`config.mk`:
```
export PLATFORM = sky130hd
export DESIGN_NAME = shirq_agg
export DESIGN_NICKNAME = d
export VERILOG_FILES = /design/src/rtl/shirq_pkg.sv /design/src/rtl/shirq_pin_track.sv /design/src/rtl/shirq_swizzle.sv /design/src/rtl/shirq_line_cnt.sv /design/src/rtl/shirq_agg.sv
export SDC_FILE = /design/constraint.sdc
export NUM_CORES = 1
export LEC_CHECK = 0
export BUFFER_PORTS_ARGS = -buffer_cell sky130_fd_sc_hd__buf_2
export CAP_MARGIN = 20
export CORE_MARGIN = 4
export CORE_UTILIZATION = 55
export DETAILED_ROUTE_END_ITERATION = 8
export PLACE_DENSITY = 0.88
export REMOVE_ABC_BUFFERS = 1
export SETUP_SLACK_MARGIN = 0.02
export SLEW_MARGIN = 5
export SYNTH_ARGS = -nofsm -noshare
export SYNTH_HDL_FRONTEND = slang
export SYNTH_HIERARCHICAL = 1
export SYNTH_SLANG_ARGS = --single-unit
```
`constraint.sdc`:
```
create_clock -name clk -period 4.8 [get_ports clk]
set_clock_uncertainty 0.05 [all_clocks]
set_input_delay 0.72 -clock clk [delete_from_list [all_inputs] [get_ports clk]]
set_output_delay 0.72 -clock clk [all_outputs]
set_load 0.02 [all_outputs]
```
`src/rtl/shirq_pkg.sv`:
```
package shirq_pkg;

    localparam int unsigned PINS_PER_DEV = 4;

    // Device pin that lands on a given line for a given slot (inverse rotation).
    function automatic int unsigned pin_for_line(int unsigned line, int unsigned dev);
        return (line + PINS_PER_DEV - (dev % PINS_PER_DEV)) % PINS_PER_DEV;
    endfunction

    // Width that holds every source of every line without overflow.
    function automatic int unsigned count_width(int unsigned num_dev);
        return $clog2(PINS_PER_DEV * num_dev + 1);
    endfunction

endpackage

```
`src/rtl/shirq_pin_track.sv`:
```
module shirq_pin_track #(
    parameter int unsigned NSRC = 16
) (
    input  logic            clk,
    input  logic            rst_n,
    input  logic [NSRC-1:0] valid_i,
    input  logic [NSRC-1:0] level_i,
    output logic [NSRC-1:0] state_o,
    output logic [NSRC-1:0] rise_o,
    output logic [NSRC-1:0] fall_o
);

    typedef struct packed {
        logic [NSRC-1:0] state;
    } track_t;

    track_t trk_d, trk_q;
    logic [NSRC-1:0] change;

    always_comb begin
        trk_d  = trk_q;
        change = valid_i & (level_i ^ trk_q.state);
        rise_o = change & level_i;
        fall_o = change & ~level_i;
        trk_d.state = (trk_q.state & ~change) | (level_i & change);
    end

    always_ff @(posedge clk or negedge rst_n) begin
        if (!rst_n) trk_q <= '0;
        else        trk_q <= trk_d;
    end

    assign state_o = trk_q.state;

    for (genvar i = 0; i < NSRC; i++) begin : g_chk
        assert_hold_same_R2: assert property (@(posedge clk) disable iff (!rst_n)
            (valid_i[i] && (level_i[i] == state_o[i])) |=> $stable(state_o[i]));
        assert_ignore_nostrobe_R9: assert property (@(posedge clk) disable iff (!rst_n)
            !valid_i[i] |=> $stable(state_o[i]));
        assert_take_level_R3: assert property (@(posedge clk) disable iff (!rst_n)
            valid_i[i] |=> (state_o[i] == $past(level_i[i])));
    end

endmodule

```
`src/rtl/shirq_swizzle.sv`:
```
module shirq_swizzle
    import shirq_pkg::*;
#(
    parameter int unsigned NUM_DEV = 4,
    parameter int unsigned CNT_W   = 5
) (
    input  logic [NUM_DEV*PINS_PER_DEV-1:0] rise_i,
    input  logic [NUM_DEV*PINS_PER_DEV-1:0] fall_i,
    output logic [PINS_PER_DEV*CNT_W-1:0]   up_o,
    output logic [PINS_PER_DEV*CNT_W-1:0]   dn_o
);

    for (genvar l = 0; l < PINS_PER_DEV; l++) begin : g_line
        logic [NUM_DEV-1:0] rise_here;
        logic [NUM_DEV-1:0] fall_here;
        for (genvar d = 0; d < NUM_DEV; d++) begin : g_dev
            localparam int unsigned SRC = d * PINS_PER_DEV + pin_for_line(l, d);
            assign rise_here[d] = rise_i[SRC];
            assign fall_here[d] = fall_i[SRC];
        end
        assign up_o[l*CNT_W +: CNT_W] = CNT_W'($countones(rise_here));
        assign dn_o[l*CNT_W +: CNT_W] = CNT_W'($countones(fall_here));
    end

endmodule

```
`src/rtl/shirq_line_cnt.sv`:
```
module shirq_line_cnt #(
    parameter int unsigned CNT_W = 5,
    parameter int unsigned MAX_SRC = 4
) (
    input  logic             clk,
    input  logic             rst_n,
    input  logic [CNT_W-1:0] up_i,
    input  logic [CNT_W-1:0] dn_i,
    output logic [CNT_W-1:0] cnt_o,
    output logic             line_o
);

    typedef struct packed {
        logic [CNT_W-1:0] cnt;
        logic             line;
    } cnt_t;

    cnt_t cnt_d, cnt_q;

    always_comb begin
        cnt_d      = cnt_q;
        cnt_d.cnt  = cnt_q.cnt + up_i - dn_i;
        cnt_d.line = (cnt_d.cnt != '0);
    end

    always_ff @(posedge clk or negedge rst_n) begin
        if (!rst_n) cnt_q <= '0;
        else        cnt_q <= cnt_d;
    end

    assign cnt_o  = cnt_q.cnt;
    assign line_o = cnt_q.line;

    assert_no_underflow_R4: assert property (@(posedge clk) disable iff (!rst_n)
        ({1'b0, dn_i} <= ({1'b0, cnt_o} + {1'b0, up_i})));
    assert_no_overflow_R8: assert property (@(posedge clk) disable iff (!rst_n)
        (cnt_o <= CNT_W'(MAX_SRC)));
    assert_line_iff_nonzero_R5: assert property (@(posedge clk) disable iff (!rst_n)
        (line_o == (cnt_o != '0)));
    assert_quiet_stable_R2: assert property (@(posedge clk) disable iff (!rst_n)
        ((up_i == '0) && (dn_i == '0)) |=> $stable(cnt_o));

endmodule

```
`src/rtl/shirq_agg.sv`:
```
module shirq_agg
    import shirq_pkg::*;
#(
    parameter int unsigned NUM_DEV = 4,
    localparam int unsigned NSRC   = NUM_DEV * PINS_PER_DEV,
    localparam int unsigned NLINE  = PINS_PER_DEV,
    localparam int unsigned CNT_W  = count_width(NUM_DEV)
) (
    input  logic                   clk,
    input  logic                   rst_n,
    input  logic [NSRC-1:0]        pin_valid_i,
    input  logic [NSRC-1:0]        pin_level_i,
    output logic [NLINE-1:0]       line_o,
    output logic [NLINE*CNT_W-1:0] line_count_o
);

    logic [NSRC-1:0]        state;
    logic [NSRC-1:0]        rise;
    logic [NSRC-1:0]        fall;
    logic [NLINE*CNT_W-1:0] up;
    logic [NLINE*CNT_W-1:0] dn;

    shirq_pin_track #(.NSRC(NSRC)) i_track (
        .clk     (clk),
        .rst_n   (rst_n),
        .valid_i (pin_valid_i),
        .level_i (pin_level_i),
        .state_o (state),
        .rise_o  (rise),
        .fall_o  (fall)
    );

    shirq_swizzle #(.NUM_DEV(NUM_DEV), .CNT_W(CNT_W)) i_swz (
        .rise_i (rise),
        .fall_i (fall),
        .up_o   (up),
        .dn_o   (dn)
    );

    for (genvar l = 0; l < NLINE; l++) begin : g_line
        shirq_line_cnt #(.CNT_W(CNT_W), .MAX_SRC(NUM_DEV)) i_cnt (
            .clk    (clk),
            .rst_n  (rst_n),
            .up_i   (up[l*CNT_W +: CNT_W]),
            .dn_i   (dn[l*CNT_W +: CNT_W]),
            .cnt_o  (line_count_o[l*CNT_W +: CNT_W]),
            .line_o (line_o[l])
        );

        // Stored pin levels gathered per line, cross-checked against the counter.
        logic [NUM_DEV-1:0] held_here;
        for (genvar d = 0; d < NUM_DEV; d++) begin : g_dev
            assign held_here[d] = state[d * PINS_PER_DEV + pin_for_line(l, d)];
        end

        assert_count_matches_R8: assert property (@(posedge clk) disable iff (!rst_n)
            (line_count_o[l*CNT_W +: CNT_W] == CNT_W'($countones(held_here))));
    end

endmodule

```
==> results of run 1 <==
-- layout make-up --
| type | count | area (um2) | share of cell area (%) |
|---|---|---|---|
| Multi-Input combinational cell | 180 | 1951 | 51.06 |
| Sequential cell | 40 | 1001 | 26.20 |
| Inverter | 107 | 401.6 | 10.51 |
| Timing Repair Buffer | 57 | 285.3 | 7.468 |
| Tap cell | 75 | 93.84 | 2.457 |
| Clock buffer | 5 | 68.82 | 1.802 |
| Clock inverter | 3 | 18.77 | 0.4913 |
-- cells in the mapped netlist --
master / n / area (um2)
sky130_fd_sc_hd__and3_1: 4 / 25.02
sky130_fd_sc_hd__xor2_1: 4 / 35.03
sky130_fd_sc_hd__ha_1: 36 / 450.4
sky130_fd_sc_hd__nor2_1: 4 / 15.01
sky130_fd_sc_hd__dfrtp_1: 40 / 1001
sky130_fd_sc_hd__nor2b_1: 4 / 25.02
sky130_fd_sc_hd__buf_4: 16 / 120.1
sky130_fd_sc_hd__a21o_1: 4 / 30.03
sky130_fd_sc_hd__nor3_1: 4 / 20.02
sky130_fd_sc_hd__a21oi_1: 8 / 40.04
sky130_fd_sc_hd__mux2_4: 16 / 240.2
sky130_fd_sc_hd__xnor2_1: 16 / 140.1
sky130_fd_sc_hd__o21ai_0: 4 / 20.02
sky130_fd_sc_hd__inv_1: 107 / 401.6
sky130_fd_sc_hd__and3b_1: 1 / 8.760
sky130_fd_sc_hd__and3b_2: 31 / 310.3
sky130_fd_sc_hd__fa_1: 24 / 480.5
sky130_fd_sc_hd__o211ai_2: 4 / 50.05
sky130_fd_sc_hd__conb_1: 1 / 3.750
-- metal layers --
layer  vias up  wire [um]
li1       1093          -
met1      1085       2245
met2        36       3086
met3        11        172
met4         0        118
met5         -          0
-- worst max-delay path by stage --
stage / endpoint / cells after the start / slack, ns / start
floorplan: g_line[1].i_cnt/line_o / 14 / 1.15 / pin_valid_i[1]
global placement: g_line[0].i_cnt/line_o / 14 / 0.90 / pin_level_i[0]
detailed placement: g_line[3].i_cnt/line_o / 15 / 0.80 / pin_valid_i[3]
CTS: g_line[3].i_cnt/line_o / 15 / 1.11 / pin_valid_i[3]
global route: g_line[1].i_cnt/line_o / 14 / 0.98 / pin_level_i[1]
finish: g_line[3].i_cnt/line_o / 15 / 1.10 / pin_valid_i[3]
-- kinds of logic (layout without fill, tap and decap cells) --
group	Yosys count	in the layout
compound gates	20	20
xor+xnor	20	20
fa+ha+maj	60	60
buf+inv	123	172
flops	40	40
mux	16	16
other cells	1	16
simple gates	48	48
-- power by group through the flow --
stage	sequential (mW)	combinational (mW)	clock [mW]
global route	0.546	1.55	0.250
CTS	0.534	1.35	0.233
global placement	0.534	1.27	0
finish	0.531	1.33	0.225
floorplan	0.661	0.876	0
detailed placement	0.539	1.35	0
==> results.txt, run 1 <==
----------------------------------------------------
[Die]
  Top-Level Pins ... 58
  FP Rows ... 28
  Chip width ... approximately 87 um
  Initial Utilization ... between 50% and 60%
  Placeable core region ... 5991 um2
  Die Span Y ... between 80 and 90 um
  Area of the die ... 7538 um2

[Route]
  1st-iter DRT viols ... 30
  Post-route ant nets ... 0
  Post-detailed-routing wire length ... between 5000 and 6000 um
  Average via count per standard cell ... 4.764
  Router iterations before antenna repair ... 4
  Via Count ... roughly 2,200
  DR WL/cell ... about 12 um
  Residual DRC ... 0

[Critical path]
  Delay of the slowest critical-path stage ... a little under 0.6 ns
  Worst setup SP type ... primary input
  Setup slack of the worst register-to-register path ... around 1.2 ns
  Worst R2R End ... g_line[3].i_cnt/line_o
  Max Fanout on Critical Path ... 3
  Number of buffer and inverter instances along the worst setup path ... 5
  Signal arrival time at the worst endpoint ... 3.81 ns
  Type of element capturing the critical path ... register
  Library cell appearing most often on the critical path ... sky130_fd_sc_hd__inv_1
  R2R cell count ... 14
  Highest-delay cell along the critical path ... sky130_fd_sc_hd__fa_1
  Worst path required time ... ~4.9 ns
  Crit path max-delay family ... adder cells
  Cells along the critical path ... buf_2 > and3b_2 > inv_1 > fa_1 > inv_1 > ha_1 > ha_1 > inv_1 > fa_1 > inv_1 > ha_1 > a21o_1 > a21oi_1 > xor2_1 > o211ai_2
  Startpoint-to-endpoint class of the critical path ... in -> reg

[Power]
  VDD IR-drop max ... roughly 0.37 mV
  Clock network fraction of design power ... 10.8%
  Proportion of power drawn by flip-flops and latches ... between 20% and 30%
  Overall power ... 2.084 mW
  Leak ... roughly 2.2 nW
  Total net switching power ... roughly 0.96 mW
  Sw Share ... between 40% and 50%
  Power per cell area ... 545.5 nW/um2
  Part of the total power dissipated in combinational logic ... 63.7%
  Internal cell power ... 1.125 mW

[Global route]
  Pin count of the biggest net entering global routing ... between 40 and 50
  Combined global-route utilization of all metal layers ... ~17%
  GRT Residual Overflow ... 0
  First-pass GRT wire length ... 10,510 um
  Met2 global-route usage ... roughly a third
  Met1 Use GR ... 19.60%
  GR peak layer ... met2
  Via count of the first global-routing pass ... between 2,000 and 3,000
  M3 GR Usage ... roughly 2.8%
  Number of antenna violations at the first check in global routing ... 0

[Cells and area]
  Number of nets in the final layout ... approximately 490
  Number of standard cells in the final layout excluding fillers ... 467
  Commonest cells after routing, fill and taps aside ... 107 x sky130_fd_sc_hd__inv_1, 57 x sky130_fd_sc_hd__buf_2, 40 x sky130_fd_sc_hd__dfrtp_1
  Final Util ... 63.76%
  Count of filler cells inserted in the layout ... just over 500
  Share of layout cells above drive strength 1 ... approximately 30%
  Signed area change from the synthesized netlist to the final layout ... 11.79%
  Area of all placed cells without fillers ... 3820 um2
  Diode count ... 0
  Leading cell type in the layout, fill and taps excluded ... sky130_fd_sc_hd__inv_1

[Timing]
  Setup slack of the critical path after layout ... 1.101 ns
  Highest achievable clock rate ... between 200 and 300 MHz
  Clock period minus worst slack ... 3.699 ns
  Final Hold Violating Endpoints ... 0
  Slew at the pin with the worst max-slew slack ... 0.9162 ns
  Worst relative slew slack ... 38.92%
  Final sum of negative setup slack ... 0 ns
  Worst hold slack ... approximately 0.48 ns
  Setup violators final ... 0
  Share of the cycle needed by the critical path after routing ... roughly 77%
  Pins over their slew limit ... 0
  RSZ-0062 raised after global routing ... false

[Synth]
  Fraction of synthesized cell area in xor and xnor cells ... slightly above 5%
  Proportion of synthesized area in mux cells ... 7.030%
  Largest family of logic cells by synthesized area ... adder cells
  Post-synthesis share of cell area spent on full adders, half adders and majority gates ... between 20 and 30%
  Netlist area before placement ... between 3000 and 4000 um2
  Post-synthesis instance total ... approximately 330
  Area fraction in compound gates after synthesis ... just over 4%
  Simple-gate share of the synthesized area ... between 10% and 20%
  Synthesized area divided by synthesized cell count ... between 10 and 15 um2
  Syn. warnings ... 6
  Count of unique library cells instantiated by Yosys ... 19
  Flip-flop and latch count after synthesis ... 40
  Post-synthesis sequential area ratio ... a little under 30%

[Place]
  Detailed Place HPWL ... just under 5000 um
  Minimum setup slack after placement ... between 0.8 and 0.9 ns
  Quantity of I/O buffers inserted on ports ... between 50 and 60
  Placer Congestion ... just over 0.8
  Placed Instance Area ... around 3700 um2
  Number of instances in the placed design ... about 460

[Clock tree]
  Quantity of hold-fixing buffers added after cts ... 0
  Setup Buffers After CTS ... 0
  Clock insertion delay at the later pin of the skew report ... ~0.29 ns
  Post_cts resized ... 0
  CTS tree ... built
  Clock Sink Count ... 40
  Clock-pin slew reported for the worst setup and hold paths after clock tree synthesis ... 0.08 ns
  Deepest clock path buffer count ... 2
  Number of buffers inserted during clock tree synthesis ... 5
  Cell at the root of the clock tree ... sky130_fd_sc_hd__clkbuf_8
  Number of H-tree levels ... 2

[Flow run]
  MaxCap Viol Count ... 0

[Outcome]
  Outcome ... finished, final reports clean

[Worst hold path]
  Hold/Removal Path Class ... reg -> reg
  Number of instances on the worst hold path ... 1

----------------------------------------------------
(Power assumes the default switching activity.)
==> run 2: changes to the inputs <==
- ABC_AREA: unset -> 1
- CORE_UTILIZATION: 55 -> 52
- PLACE_DENSITY: 0.88 -> 0.87
- clock period: 4.8 -> 3.32 ns (I/O delays scaled with it)
==> results.txt, run 2 <==
----------------------------------------------------
[Global route]
  Via count of the first global-routing pass ... 3,027 (+21%)
  Number of antenna violations at the first check in global routing ... 0 (unchanged)
  First-pass GRT wire length ... 12,190 um (+16%)
  Pin count of the biggest net entering global routing ... 41 (unchanged)
  Combined global-route utilization of all metal layers ... 17.85% (+0.45 points)
  GRT Residual Overflow ... 0 (unchanged)

[Clock tree]
  Number of H-tree levels ... 2 (unchanged)
  Clock Sink Count ... 40 (unchanged)
  Deepest clock path buffer count ... 2 (unchanged)
  Number of buffers inserted during clock tree synthesis ... 5 (unchanged)
  CTS tree ... built
  Quantity of hold-fixing buffers added after cts ... 0 (unchanged)
  Clock insertion delay at the later pin of the skew report ... 0.30 ns (about the same)
  Clock-pin slew reported for the worst setup and hold paths after clock tree synthesis ... 0.08 ns (about the same)
  Cell at the root of the clock tree ... sky130_fd_sc_hd__clkbuf_8

[Cells and area]
  Share of layout cells above drive strength 1 ... 22.90% (-6.7 points)
  Leading cell type in the layout, fill and taps excluded ... sky130_fd_sc_hd__inv_1
  Area of the multi-input gates ... 2122 um2 (+8.8%)
  Diode count ... 0 (unchanged)
  Signed area change from the synthesized netlist to the final layout ... 23.08%
  Area of all placed cells without fillers ... 4431 um2 (+16%)
  Area of all sequential standard cells ... 1001 um2 (unchanged)
  Count of filler cells inserted in the layout ... 578 (+14%)
  Commonest cells after routing, fill and taps aside ... 164 x sky130_fd_sc_hd__inv_1, 126 x sky130_fd_sc_hd__nand2_1, 57 x sky130_fd_sc_hd__buf_2
  Number of nets in the final layout ... 687 (+42%)
  Final Util ... 65.57% (+1.8 points)

[Timing]
  Slew at the pin with the worst max-slew slack ... 0.9611 ns (+0.04498 ns)
  Share of the cycle needed by the critical path after routing ... approximately 98%
  Setup violators final ... 0 (unchanged)
  Highest achievable clock rate ... a little over 300 MHz
  Pins over their slew limit ... 0 (unchanged)
  Clock period minus worst slack ... about 3.2 ns
  Worst relative slew slack ... 35.92% (-3.0 points)
  Final Hold Violating Endpoints ... 0 (unchanged)
  RSZ-0062 raised after global routing ... true

[Power]
  VDD IR-drop max ... 0.5247 mV (+40%)
  Leak ... 2.636 nW (+21%)
  Power per cell area ... 890.2 nW/um2 (+63%)

[Critical path]
  Max Fanout on Critical Path ... 3 (unchanged)
  Worst setup SP type ... register
  Type of element capturing the critical path ... register
  Worst path required time ... 3.46 ns (-1.45 ns)
  Number of buffer and inverter instances along the worst setup path ... 3 (-2)
  Cells along the critical path ... nand2_1 > nor2_1 > inv_1 > fa_1 > inv_1 > ha_2 > ha_4 > fa_2 > fa_2 > inv_2 > or2_4 > nor2_4 > nand2_1
  Delay of the slowest critical-path stage ... 0.59 ns (about the same)
  Crit path max-delay family ... adder cells
  Setup slack of the worst register-to-register path ... 0.07 ns (-1.13 ns)
  Startpoint-to-endpoint class of the critical path ... reg -> reg
  Signal arrival time at the worst endpoint ... 3.39 ns (-0.42 ns)
  Highest-delay cell along the critical path ... sky130_fd_sc_hd__fa_2

[Synth]
  Simple-gate share of the synthesized area ... 22.25% (+10 points)
  Count of unique library cells instantiated by Yosys ... 13 (-6)
  Netlist area before placement ... 3600 um2 (+5.3%)
  Library cell occupying the most area in the post-synthesis netlist ... sky130_fd_sc_hd__dfrtp_1
  Post-synthesis instance total ... 507 (+55%)
  Number of enable-type register cells in the synthesized netlist ... 0 (unchanged)
  Most common library cells after synthesis ... 174 x sky130_fd_sc_hd__inv_1, 128 x sky130_fd_sc_hd__nand2_1, 52 x sky130_fd_sc_hd__nor2_1, 40 x sky130_fd_sc_hd__dfrtp_1, 36 x sky130_fd_sc_hd__ha_1
  Area fraction in compound gates after synthesis ... 0.5561% (-3.5 points)
  Syn. warnings ... 6 (unchanged)
  Largest family of logic cells by synthesized area ... adder cells
  Cells taking the most area after synthesis ... sky130_fd_sc_hd__dfrtp_1 28%, sky130_fd_sc_hd__inv_1 18%, sky130_fd_sc_hd__fa_1 13%
  FFs w/ async S/R, synth ... 100.0% (unchanged)
  Portion of synthesized cell area occupied by the leading cell type ... 27.81% (-1.5 points)
  Post-synthesis share of cell area spent on full adders, half adders and majority gates ... 25.86% (-1.4 points)
  Synth Flop Type ... sky130_fd_sc_hd__dfrtp_1
  Proportion of synthesized area in mux cells ... 0% (-7.0 points)
  Flip-flop and latch count after synthesis ... 40 (unchanged)
  Post-synthesis sequential area ratio ... 27.81% (-1.5 points)
  Fraction of synthesized cell area in xor and xnor cells ... 1.946% (-3.2 points)
  Top-count cell post-synth ... sky130_fd_sc_hd__inv_1
  Synthesized area divided by synthesized cell count ... 7.100 um2 (-32%)

[Flow run]
  MaxCap Viol Count ... 0 (unchanged)

[Route]
  1st-iter DRT viols ... 105 (+250%)
  Residual DRC ... 0 (unchanged)
  DR WL/cell ... 11.31 um (-6.1%)
  Router iterations before antenna repair ... 6 (+2)
  Via Count ... 3,072 (+38%)
  Average via count per standard cell ... 4.558 (-4.3%)
  Post-route ant nets ... 0 (unchanged)
  Post-detailed-routing wire length ... 7622 um (+36%)

[Die]
  Placeable core region ... 6756 um2 (+13%)
  FP Rows ... 30 (+7.1%)
  Die Span Y ... 91.20 um (+5.0%)
  Top-Level Pins ... 58 (unchanged)
  Area of the die ... 8317 um2 (+10%)
  Initial Utilization ... 53.28% (-3.8 points)
  Chip width ... 91.20 um (+5.0%)

[Outcome]
  Outcome ... finished, final reports clean

[Worst hold path]
  Hold/Removal Path Class ... in -> async

[Place]
  Placer Congestion ... 0.8052 (-1.8%)
  Placed Instance Area ... 4064 um2 (+8.9%)
  Quantity of I/O buffers inserted on ports ... 57 (unchanged)
  Detailed Place HPWL ... 5867 um (+20%)

----------------------------------------------------
==> run 2: cell count changes after synthesis, moves of 12 or more <==
cell / before / now
sky130_fd_sc_hd__nor2_1: 4 / 52
sky130_fd_sc_hd__xnor2_1: 16 / 4
sky130_fd_sc_hd__nand3_1: 0 / 20
sky130_fd_sc_hd__mux2_4: 16 / 0
sky130_fd_sc_hd__nand2_1: 0 / 128
sky130_fd_sc_hd__inv_1: 107 / 174
sky130_fd_sc_hd__and3b_2: 31 / 0
==> run 2: final cells by class <==
type,count,share of cell area [%]
multi-input cells,292,47.90
flip-flops and latches,40,22.59
inverters,174,14.74
repair buffers,80,10.42
well taps,80,2.259
clock buffers,6,1.864
clock inverters,2,0.2259
==> run 2: report_power, final <==
group          internal, mW  leakage (nW)  switching [mW]
registers             0.675         0.464           0.105
clock network         0.166        0.0510           0.183
logic                  1.25          2.12            1.57
total                  2.09          2.64            1.85
==> run 2: path summary, 6_finish.rpt <==
check,end,from,depth (start not counted)
worst max-delay path,g_line[2].i_cnt/line_o,register,13
worst min-delay path,async pin,rst_n,1
worst max register to register,g_line[2].i_cnt/line_o,register,13
worst min register to register,register,register,2
max in group asynchronous,g_line[1].i_cnt/cnt_o[0],rst_n,1
min in group clk,register,pin_level_i[0],3
==> run 2: kinds of logic after synthesis <==
group | count (synthesis)
AO/OA/AOI/OAI | 4
XOR/XNOR | 8
adder cells (fa/ha/maj) | 60
buffers and inverters | 190
flip-flops | 40
other | 1
AND/OR/NAND/NOR | 204
==> run 2: layer usage <==
metal | track usage, % | wire [um]
met2 | 34.46 | 4287
met3 | 2.651 | 251
met4 | 6.281 | 161
met5 | 0 | 0
met1 | 19.58 | 2922
==> run 2: per-stage QoR <==
step	setup WS, ns	hold WS (ns)	cells	power (mW)	TNS [ns]
floorplan	-0.04027	0.1524	506	2.379	-0.1459
global placement	-0.2800	0.4246	662	3.070	-1.432
detailed placement	-0.3492	0.4369	662	3.221	-2.471
CTS	0.02179	0.3341	672	3.608	0
global route	-0.03478	0.3775	674	4.340	-0.07689
finish	0.07135	0.3002	674	3.944	0
==> run 2: timing repair <==
| action | CTS | global route |
|---|---|---|
| hold endpoints to repair | 0 | 0 |
| pin swaps | 10 | 41 |
| setup endpoints to repair | 4 | 8 |
| buffers inserted | 2 | 2 |
| gates resized for setup | 2 | 51 |
==> run 3: changes to the inputs <==
- ABC_AREA: 1 -> 0
- CORE_ASPECT_RATIO: unset -> 0.75
- PLACE_DENSITY: 0.87 -> 0.88
==> results.txt, run 3 (synthesis gave the netlist of run 1 again) <==
----------------------------------------------------
[Timing]
  Final Hold Violating Endpoints ... 0 (unchanged)
  RSZ-0062 raised after global routing ... true
  Clock period minus worst slack ... 3.453 ns (+0.2045 ns)
  Setup slack of the critical path after layout ... -0.1332 ns (-0.2045 ns)
  Slew at the pin with the worst max-slew slack ... 0.9285 ns (-0.03262 ns)
  Worst hold slack ... 0.2878 ns (-0.01242 ns)
  Highest achievable clock rate ... 289.6 MHz (-5.9%)
  Setup violators final ... 8 (+8)
  Pins over their slew limit ... 0 (unchanged)
  Worst relative slew slack ... 38.10% (+2.2 points)
  Share of the cycle needed by the critical path after routing ... 104.0% (+6.2 points)

[Critical path]
  Worst path required time ... 3.44 ns (-0.02 ns)
  Worst setup SP type ... register
  Type of element capturing the critical path ... register
  Library cell appearing most often on the critical path ... sky130_fd_sc_hd__inv_2
  Setup slack of the worst register-to-register path ... -0.13 ns (-0.20 ns)
  Highest-delay cell along the critical path ... sky130_fd_sc_hd__fa_1
  Max Fanout on Critical Path ... 3 (unchanged)
  Cells along the critical path ... and3b_2 > inv_2 > fa_1 > inv_2 > ha_4 > ha_4 > inv_2 > fa_1 > inv_1 > ha_1 > a21o_1 > a21oi_2 > xor2_2 > o211ai_2
  Signal arrival time at the worst endpoint ... 3.58 ns (+0.19 ns)
  Delay of the slowest critical-path stage ... 0.55 ns (-0.04 ns)
  R2R cell count ... 14 (+1)
  Startpoint-to-endpoint class of the critical path ... reg -> reg

[Worst hold path]
  Hold/Removal Path Class ... in -> async

[Die]
  Area of the die ... 7946 um2 (-4.5%)
  FP Rows ... 25 (-17%)
  Placeable core region ... 6350 um2 (-6.0%)
  Chip width ... 101.6 um (+11%)
  Initial Utilization ... 53.81% (+0.54 points)
  Die Span Y ... 78.20 um (-14%)
  Top-Level Pins ... 58 (unchanged)

[Global route]
  Pin count of the biggest net entering global routing ... 41 (unchanged)
  Number of antenna violations at the first check in global routing ... 0 (unchanged)
  GRT Residual Overflow ... 0 (unchanged)
  Combined global-route utilization of all metal layers ... 18.04% (+0.19 points)
  First-pass GRT wire length ... 11,290 um (-7.4%)
  Via count of the first global-routing pass ... 2,624 (-13%)

[Route]
  1st-iter DRT viols ... 39 (-63%)
  Average via count per standard cell ... 4.695 (+3.0%)
  Router iterations before antenna repair ... 4 (-2)
  Post-detailed-routing wire length ... 6993 um (-8.3%)
  Post-route ant nets ... 0 (unchanged)
  DR WL/cell ... 14.04 um (+24%)
  Via Count ... 2,338 (-24%)
  Residual DRC ... 0 (unchanged)

[Cells and area]
  Diode count ... 0 (unchanged)
  Number of standard cells in the final layout excluding fillers ... 498 (-26%)
  Leading cell type in the layout, fill and taps excluded ... sky130_fd_sc_hd__inv_1
  Number of nets in the final layout ... 510 (-26%)
  Commonest cells after routing, fill and taps aside ... 90 x sky130_fd_sc_hd__inv_1, 57 x sky130_fd_sc_hd__buf_2, 40 x sky130_fd_sc_hd__dfrtp_1
  Share of layout cells above drive strength 1 ... 47.96% (+25 points)
  Signed area change from the synthesized netlist to the final layout ... 26.18%

[Outcome]
  Outcome ... finished with violations
  Failing checks ... setup timing

[Flow run]
  MaxCap Viol Count ... 0 (unchanged)

[Clock tree]
  Clock insertion delay at the later pin of the skew report ... 0.29 ns (about the same)
  Clock Sink Count ... 40 (unchanged)
  Number of buffers inserted during clock tree synthesis ... 5 (unchanged)
  CTS tree ... built
  Deepest clock path buffer count ... 2 (unchanged)
  Clock-pin slew reported for the worst setup and hold paths after clock tree synthesis ... 0.08 ns (about the same)
  Number of H-tree levels ... 2 (unchanged)
  Quantity of hold-fixing buffers added after cts ... 0 (unchanged)
  Cell at the root of the clock tree ... sky130_fd_sc_hd__clkbuf_8

[Place]
  Number of instances in the placed design ... 484 (-27%)
  Quantity of I/O buffers inserted on ports ... 57 (unchanged)
  Detailed Place HPWL ... 5288 um (-9.9%)
  Placer Congestion ... 0.7783 (-3.3%)

[Power]
  VDD IR-drop max ... 0.6568 mV (+25%)
  Leak ... 2.285 nW (-13%)
  Power per cell area ... 893.8 nW/um2 (+0.40%)

----------------------------------------------------
## run 3: final cells by class
class,instances,area [um2]
Inverter,107,401.6
Tap cell,81,101.3
Fill cell,493,2038
Clock inverter,3,42.54
Timing Repair Buffer,82,480.5
Sequential cell,40,1001
Multi-Input combinational cell,180,2216
Clock buffer,5,68.82
## run 3: routing by layer
| metal | share of wire [%] | wire length (um) | vias up | GRT usage, % |
|---|---|---|---|---|
| li1 | - | - | 1143 | - |
| met1 | 39 | 2755 | 1141 | 19.66 |
| met2 | 55 | 3866 | 43 | 34.79 |
| met3 | 3.9 | 273 | 11 | 3.908 |
| met4 | 1.4 | 97 | 0 | 4.781 |
| met5 | 0 | 0 | - | 0 |
## run 3: worst max-delay path: cells and delay by family (launching register included)
kind,cells,cell delay [ns]
AND/OR/NAND/NOR,1,0.25
buffers and inverters,4,0.18
XOR/XNOR,1,0.20
flip-flops,1,0.41
AO/OA/AOI/OAI,3,0.51
adder cells (fa/ha/maj),5,1.74
## run 3: what timing repair did
| action | 4_1_cts | 5_1_grt |
|---|---|---|
| endpoints found under the setup margin | 12 | 13 |
| buffers inserted | 3 | 3 |
| resized for setup | 34 | 34 |
| pin swaps | 44 | 25 |
## run 3: through the flow
step | util (%) | power [mW] | setup slack [ns] | setup TNS (ns) | instance area (um2)
floorplan | - | 2.221 | -0.1102 | -0.7323 | 3353
finish | 67.90 | 3.854 | -0.1332 | -0.5593 | 4312
detailed placement | 61.14 | 2.944 | -0.4559 | -4.929 | 3882
CTS | 65.52 | 3.504 | -0.08436 | -0.3737 | 4160
global route | 67.90 | 4.193 | -0.2631 | -1.468 | 4312
global placement | 61.14 | 2.817 | -0.3612 | -3.459 | 3882
## run 3: path summary, 6_finish.rpt
check | from | to
hold reg to reg | register | register
max in group asynchronous | rst_n | async pin
hold / removal | rst_n | async pin
setup reg to reg | register | g_line[2].i_cnt/line_o
min in group clk | pin_level_i[1] | register
setup / recovery | register | g_line[2].i_cnt/line_o
## run 3: report_power, final
group / internal, mW / switching [mW]
logic: 1.24 / 1.44
registers: 0.682 / 0.0893
clock network: 0.223 / 0.186
total: 2.14 / 1.71
